### src/rtl/trs_pkg.sv
package trs_pkg;

    typedef enum logic [1:0] {
        ST_IDLE   = 2'd0,
        ST_RESULT = 2'd1,
        ST_FAULT  = 2'd2
    } trs_state_e;

    typedef enum logic {
        KIND_DONE  = 1'b0,
        KIND_RETRY = 1'b1
    } trs_kind_e;

    localparam logic [11:0] PSTATE_KEEP = 12'hF3F;

    typedef struct packed {
        logic [7:0]  ccr;
        logic [7:0]  asi;
        logic [11:0] pstate;
        logic [7:0]  cwp_raw;
    } trs_fields_t;

endpackage

### src/rtl/trs_fsm.sv
module trs_fsm
    import trs_pkg::*;
(
    input  logic clk,
    input  logic rst_n,
    input  logic req_valid,
    input  logic tl_zero,
    output logic load_en,
    output logic valid_q,
    output logic illegal_q
);

    trs_state_e state_q, state_d;

    // next-state choice: ACCEPT, REFUSE or QUIET from any state
    always_comb begin
        state_d = ST_IDLE;
        unique case (state_q)
            ST_IDLE, ST_RESULT, ST_FAULT: begin
                if (req_valid && !tl_zero)
                    state_d = ST_RESULT;
                else if (req_valid)
                    state_d = ST_FAULT;
                else
                    state_d = ST_IDLE;
            end
            default: state_d = ST_IDLE;
        endcase
    end

    always_ff @(posedge clk) begin
        if (!rst_n)
            state_q <= ST_IDLE;
        else
            state_q <= state_d;
    end

    // outputs decoded from the state
    always_comb begin
        valid_q   = 1'b0;
        illegal_q = 1'b0;
        unique case (state_q)
            ST_IDLE:   ;
            ST_RESULT: valid_q   = 1'b1;
            ST_FAULT:  illegal_q = 1'b1;
            default:   ;
        endcase
    end

    assign load_en = req_valid && !tl_zero;

    assert_excl_R11: assert property (@(posedge clk) disable iff (!rst_n)
        !(valid_q && illegal_q));

    assert_fault_pulse_R9: assert property (@(posedge clk) disable iff (!rst_n)
        (req_valid && tl_zero) |=> (illegal_q && !valid_q));

endmodule

### src/rtl/trs_unpack.sv
module trs_unpack
    import trs_pkg::*;
#(
    parameter int NWIN = 8,
    localparam int CWPW = $clog2(NWIN)
) (
    input  logic [63:0]     state_word,
    output trs_fields_t     fields,
    output logic [CWPW-1:0] cwp_int
);

    logic [CWPW-1:0] wrapped;
    logic            unused_hi;

    assign fields.ccr     = state_word[39:32];
    assign fields.asi     = state_word[31:24];
    assign fields.pstate  = state_word[19:8] & PSTATE_KEEP;
    assign fields.cwp_raw = state_word[7:0];
    assign unused_hi      = ^{state_word[63:40], state_word[23:20]};

    generate
        if ((NWIN & (NWIN - 1)) == 0) begin : g_pow2
            logic unused_top;
            assign wrapped    = fields.cwp_raw[CWPW-1:0];
            assign unused_top = ^fields.cwp_raw;
        end else begin : g_mod
            logic [7:0] rem;
            logic       unused_rem;
            assign rem        = fields.cwp_raw % 8'(NWIN);
            assign wrapped    = rem[CWPW-1:0];
            assign unused_rem = ^rem;
        end
    endgenerate

    // reversed numbering to internal numbering
    assign cwp_int = CWPW'(NWIN - 1) - wrapped;

endmodule

### src/rtl/trs_pc_sel.sv
module trs_pc_sel
    import trs_pkg::*;
#(
    parameter int PCW = 64
) (
    input  trs_kind_e        kind,
    input  logic [PCW-1:0]   pc_in,
    input  logic [PCW-1:0]   npc_in,
    output logic [PCW-1:0]   pc_out,
    output logic [PCW-1:0]   npc_out
);

    localparam logic [PCW-1:0] STEP = PCW'(4);

    always_comb begin
        unique case (kind)
            KIND_DONE: begin
                pc_out  = npc_in;
                npc_out = npc_in + STEP;
            end
            KIND_RETRY: begin
                pc_out  = pc_in;
                npc_out = npc_in;
            end
            default: begin
                pc_out  = pc_in;
                npc_out = npc_in;
            end
        endcase
    end

endmodule

### src/rtl/trs_return_unit.sv
module trs_return_unit
    import trs_pkg::*;
#(
    parameter int NWIN = 8,
    parameter int PCW  = 64,
    parameter int TLW  = 3,
    localparam int CWPW = $clog2(NWIN)
) (
    input  logic            clk,
    input  logic            rst_n,
    input  logic            req_valid,
    input  logic            req_kind,
    input  logic [63:0]     saved_state,
    input  logic [PCW-1:0]  saved_pc,
    input  logic [PCW-1:0]  saved_npc,
    input  logic [TLW-1:0]  cur_tl,
    output logic            ret_valid,
    output logic            ret_illegal,
    output logic [7:0]      ret_ccr,
    output logic [7:0]      ret_asi,
    output logic [11:0]     ret_pstate,
    output logic [CWPW-1:0] ret_cwp,
    output logic [PCW-1:0]  ret_pc,
    output logic [PCW-1:0]  ret_npc,
    output logic [TLW-1:0]  ret_tl
);

    logic            tl_zero;
    logic            load_en;
    trs_fields_t     fields;
    logic [CWPW-1:0] cwp_int;
    logic [PCW-1:0]  pc_next, npc_next;

    assign tl_zero = (cur_tl == '0);

    trs_fsm u_fsm (
        .clk       (clk),
        .rst_n     (rst_n),
        .req_valid (req_valid),
        .tl_zero   (tl_zero),
        .load_en   (load_en),
        .valid_q   (ret_valid),
        .illegal_q (ret_illegal)
    );

    trs_unpack #(.NWIN(NWIN)) u_unpack (
        .state_word (saved_state),
        .fields     (fields),
        .cwp_int    (cwp_int)
    );

    trs_pc_sel #(.PCW(PCW)) u_pc_sel (
        .kind    (trs_kind_e'(req_kind)),
        .pc_in   (saved_pc),
        .npc_in  (saved_npc),
        .pc_out  (pc_next),
        .npc_out (npc_next)
    );

    always_ff @(posedge clk) begin
        if (!rst_n) begin
            ret_ccr    <= '0;
            ret_asi    <= '0;
            ret_pstate <= '0;
            ret_cwp    <= '0;
            ret_pc     <= '0;
            ret_npc    <= '0;
            ret_tl     <= '0;
        end else if (load_en) begin
            ret_ccr    <= fields.ccr;
            ret_asi    <= fields.asi;
            ret_pstate <= fields.pstate;
            ret_cwp    <= cwp_int;
            ret_pc     <= pc_next;
            ret_npc    <= npc_next;
            ret_tl     <= cur_tl - TLW'(1);
        end
    end

    assert_valid_next_R10: assert property (@(posedge clk) disable iff (!rst_n)
        (req_valid && cur_tl != '0) |=> ret_valid);

    assert_tl_dec_R8: assert property (@(posedge clk) disable iff (!rst_n)
        (req_valid && cur_tl != '0) |=> (ret_tl == $past(cur_tl) - TLW'(1)));

    assert_hold_R9: assert property (@(posedge clk) disable iff (!rst_n)
        (req_valid && cur_tl == '0) |=> ($stable(ret_pc) && $stable(ret_npc) && $stable(ret_tl)));

    assert_pstate_mask_R4: assert property (@(posedge clk) disable iff (!rst_n)
        ret_valid |-> (ret_pstate[7:6] == 2'b00));

    assert_cwp_range_R5: assert property (@(posedge clk) disable iff (!rst_n)
        ret_valid |-> (int'(ret_cwp) < NWIN));

    assert_retry_pc_R7: assert property (@(posedge clk) disable iff (!rst_n)
        (req_valid && cur_tl != '0 && req_kind) |=> (ret_pc == $past(saved_pc)));

endmodule

### config.mk
export PLATFORM = sky130hd
export DESIGN_NAME = trs_return_unit
export DESIGN_NICKNAME = d
export VERILOG_FILES = /design/src/rtl/trs_pkg.sv /design/src/rtl/trs_fsm.sv /design/src/rtl/trs_unpack.sv /design/src/rtl/trs_pc_sel.sv /design/src/rtl/trs_return_unit.sv
export SDC_FILE = /design/constraint.sdc
export NUM_CORES = 1
export LEC_CHECK = 0
export BUFFER_PORTS_ARGS = -buffer_cell sky130_fd_sc_hd__buf_2
export CAP_MARGIN = 30
export CORE_AREA = 2 2 141 143
export CTS_CLUSTER_DIAMETER = 50
export DETAILED_ROUTE_END_ITERATION = 10
export DIE_AREA = 0 0 143 145
export GPL_TIMING_DRIVEN = 0
export PLACE_DENSITY = 0.71
export REMOVE_ABC_BUFFERS = 1
export SETUP_SLACK_MARGIN = 0.5
export SLEW_MARGIN = 20
export SYNTH_ARGS = -nofsm -noshare
export SYNTH_HDL_FRONTEND = slang
export SYNTH_SLANG_ARGS = --single-unit
### constraint.sdc
create_clock -name clk -period 2.5 [get_ports clk]
set_input_delay 0.75 -clock clk [delete_from_list [all_inputs] [get_ports clk]]
set_output_delay 0.75 -clock clk [all_outputs]
set_load 0.02 [all_outputs]
==> flow_metrics.env <==
export IMPL_placed_cell_area_mm2=0.009385
export IMPL_fin_cells=1545
export IMPL_synthFlopType="dfxtp_1"
export IMPL_ioPinCount=363
export IMPL_p_leak_nw=5.527
export IMPL_synth_edf_count=0
export IMPL_fmax_mhz=404.7
export IMPL_synthDistinctLibCells=37
export IMPL_rr_worst_depth=2
export IMPL_first_global_vias=8267
export IMPL_areaGrowthSynthToFinish_pct=67.82
export IMPL_synth_top_area_frac=0.4340
export IMPL_clock_skew_ns=0.0001454
export IMPL_stdcell_area_mm2=0.01254
export IMPL_clock_latency_ns=0.43
export IMPL_status="finished clean"
export IMPL_die_x_um=143
export IMPL_crit_path_cell_trace="buf_16, buf_16, buf_6, and4b_2, nand2_8, or4_4, or4_1, a31oi_1"
export IMPL_antenna_found_initial=0
export IMPL_worstPathRequired_ns=2.85
export IMPL_crit_path_start_kind="input port"
export IMPL_min_period_over_period=0.9883
export IMPL_holdPathStages=2
export IMPL_ctsHtreeMaxLevel=4
export IMPL_yosys_area_top_type="dfxtp_1"
export IMPL_netlist_instances=876
export IMPL_gr_usage_all_layers=0.2777
export IMPL_criticalPathCategory="input port to flip-flop"
export IMPL_synth_seq_cells=162
export IMPL_slew_headroom=0.5743
export IMPL_yosysMostFrequentCell="dfxtp_1"
export IMPL_avgViaCountPerCell=5.610
export IMPL_grt_max_degree=72
export IMPL_fillCellCount=1486
export IMPL_arrival_ns=2.82
export IMPL_drive_above_1_share=0.4805
export IMPL_rows=51
export IMPL_min_period_ns=2.471
export IMPL_cp_end_kind="flip-flop"
export IMPL_ys_seq_area_frac=0.4340
export IMPL_final_nets=1471
export IMPL_clockRootBuffer="clkbuf_16"
export IMPL_cts_sinks=162
export IMPL_drc=0
export IMPL_drt_iter0_drc=475
export IMPL_placed_cells=1403
export IMPL_globalRouteOverflowTotal=0
export IMPL_synth_cell_area_mm2=0.007473
export IMPL_gp_congestion=0.7581
export IMPL_ant_nets=0
export IMPL_cpMaxStageDelayCell="or4_4"
export IMPL_worst_path_largest_cell_delay_ns=0.62
export IMPL_dieArea_mm2=0.02074
export IMPL_core_area_mm2=0.01921
export IMPL_n_antenna_cell=0
export IMPL_setup_violations=0
export IMPL_tightestPinTransition_ns=0.6356
export IMPL_first_pass_iters=5
export IMPL_yosys_warnings=0
export IMPL_finalMaxSlewViolations=0
export IMPL_synth_area_leaders="dfxtp_1, a211oi_1, mux2i_1"
export IMPL_rsz0062_at_grt="yes"
export IMPL_grt_pass1_wl_um=45200
export IMPL_wl_um=31340
export IMPL_postCtsHoldBufs=0
export IMPL_hold_viol=0
export IMPL_cts_clk_slew_worst_paths_ns=0.07
export IMPL_yosys_top_cells_count="dfxtp_1, nor2_1, a211oi_1, nand2_1, mux2i_1"
export IMPL_finalPower_mw=7.183
export IMPL_die_y_um=145
export IMPL_vias=8668
export IMPL_wire_per_inst_um=20.29
export IMPL_cts_tree="built"
export IMPL_start_util=0.3891
export IMPL_cts_max_path_buffers=2
export IMPL_utilization=0.6530
export IMPL_powerDensity_mw_per_mm2=572.7
export IMPL_synth_avg_cell_area_um2=8.531
export IMPL_irDropWorstVdd_mv=0.4573
export IMPL_cts_buffers=17
export IMPL_whs_ns=0.4516
export IMPL_synthArstFlopShare=0
export IMPL_hp_class="flip-flop to flip-flop"
export IMPL_portBuffers=325
export IMPL_dp_hpwl_um=16380
export IMPL_maxCapViolCount=0
export IMPL_timing_critical_path_mode_cell="buf_16"
export IMPL_critPathMaxFanout=6
state kept, by name, summed over array words and instances (netlist names):
| register | count |
|---|---|
| ret_cwp | 3 |
| ret_pstate | 10 |
| ret_ccr | 8 |
| u_fsm.state_q | 2 |
| ret_tl | 3 |
| ret_npc | 64 |
| ret_asi | 8 |
| ret_pc | 64 |
per-stage QoR:
stage	setup slack, ns	setup TNS [ns]
floorplan	-8.907	-1353.04
global placement	-13.40	-2014.77
detailed placement	-1.386	-77.34
CTS	0.03105	0
global route	-0.01980	-0.02987
finish	0.02913	0
layout make-up:
cell class | count | area, um2 | share of cell area
clock buffers | 17 | 425.4 | 0.03392
clock inverters | 13 | 128.9 | 0.01028
inverters | 10 | 47.55 | 0.003791
multi-input cells | 638 | 4786 | 0.3816
flip-flops and latches | 162 | 3243 | 0.2586
well taps | 265 | 331.6 | 0.02644
repair buffers | 440 | 3580 | 0.2854
cell families after synthesis:
kind of cell	synth area share
simple gates	0.1969
compound gates	0.1960
flops	0.4340
buf+inv	0.04654
mux	0.08706
xor+xnor	0.03399
fa+ha+maj	0.005023
other cells	0.0005018
worst max-delay path: cells and delay by family:
| kind | cells | cell delay [ns] |
|---|---|---|
| buffers and inverters | 3 | 0.33 |
| and+or+nand+nor | 4 | 1.55 |
| AOI/OAI and AO/OA | 1 | 0.17 |
where the power goes:
| group | total, mW | internal [mW] | switching (mW) |
|---|---|---|---|
| sequential | 2.89 | 2.78 | 0.114 |
| combinational | 1.73 | 0.774 | 0.958 |
| clock | 2.56 | 1.38 | 1.18 |
| total | 7.18 | 4.93 | 2.26 |
layout by cell type (no fill, tap or decap), drive strengths merged:
cell type / count
buf: 426
dfxtp: 162
nor2: 95
a211oi: 88
nand2: 87
mux2i: 65
o21ai: 52
a21oi: 43
or4: 26
a31oi: 24
nand3: 24
clkbuf: 21
xnor2: 20
o31ai: 18
inv: 14
and4: 13
nand4: 12
nor3: 11
or3: 10
bufbuf: 10
and3: 10
xor2: 9
nor4: 9
clkinvlp: 7
a311oi: 5
nor2b: 5
and2: 3
ha: 3
conb: 2
and4b: 2
nor3b: 1
nand2b: 1
bufinv: 1
clkinv: 1
layer usage:
layer / up-vias / wire (um) / track usage
met5: - / 0 / 0
met4: 0 / 1049 / 0.1000
met3: 77 / 2178 / 0.06106
met2: 393 / 15390 / 0.4708
met1: 4184 / 12720 / 0.3434
li1: 4014 / - / -
final timing paths:
| check | startpoint | endpoint | slack [ns] |
|---|---|---|---|
| worst max-delay path | req_kind | ret_npc[58] | 0.03 |
| worst min-delay path | ret_asi[1] | ret_asi[1] | 0.45 |
| worst min register to register | ret_asi[1] | ret_asi[1] | 0.45 |
| worst max register to register | ret_npc[39] | ret_npc[39] | 1.70 |
timing repair:
item | CTS | global route
setup buffers | 63 | 17
endpoints found under the setup margin | 138 | 104
gates resized for setup | 136 | 114
endpoints found under the hold margin | 0 | 0
pin swaps | 56 | 78
cloned | 28 | 4
No activity file was read; power rests on OpenSTA's default activity.
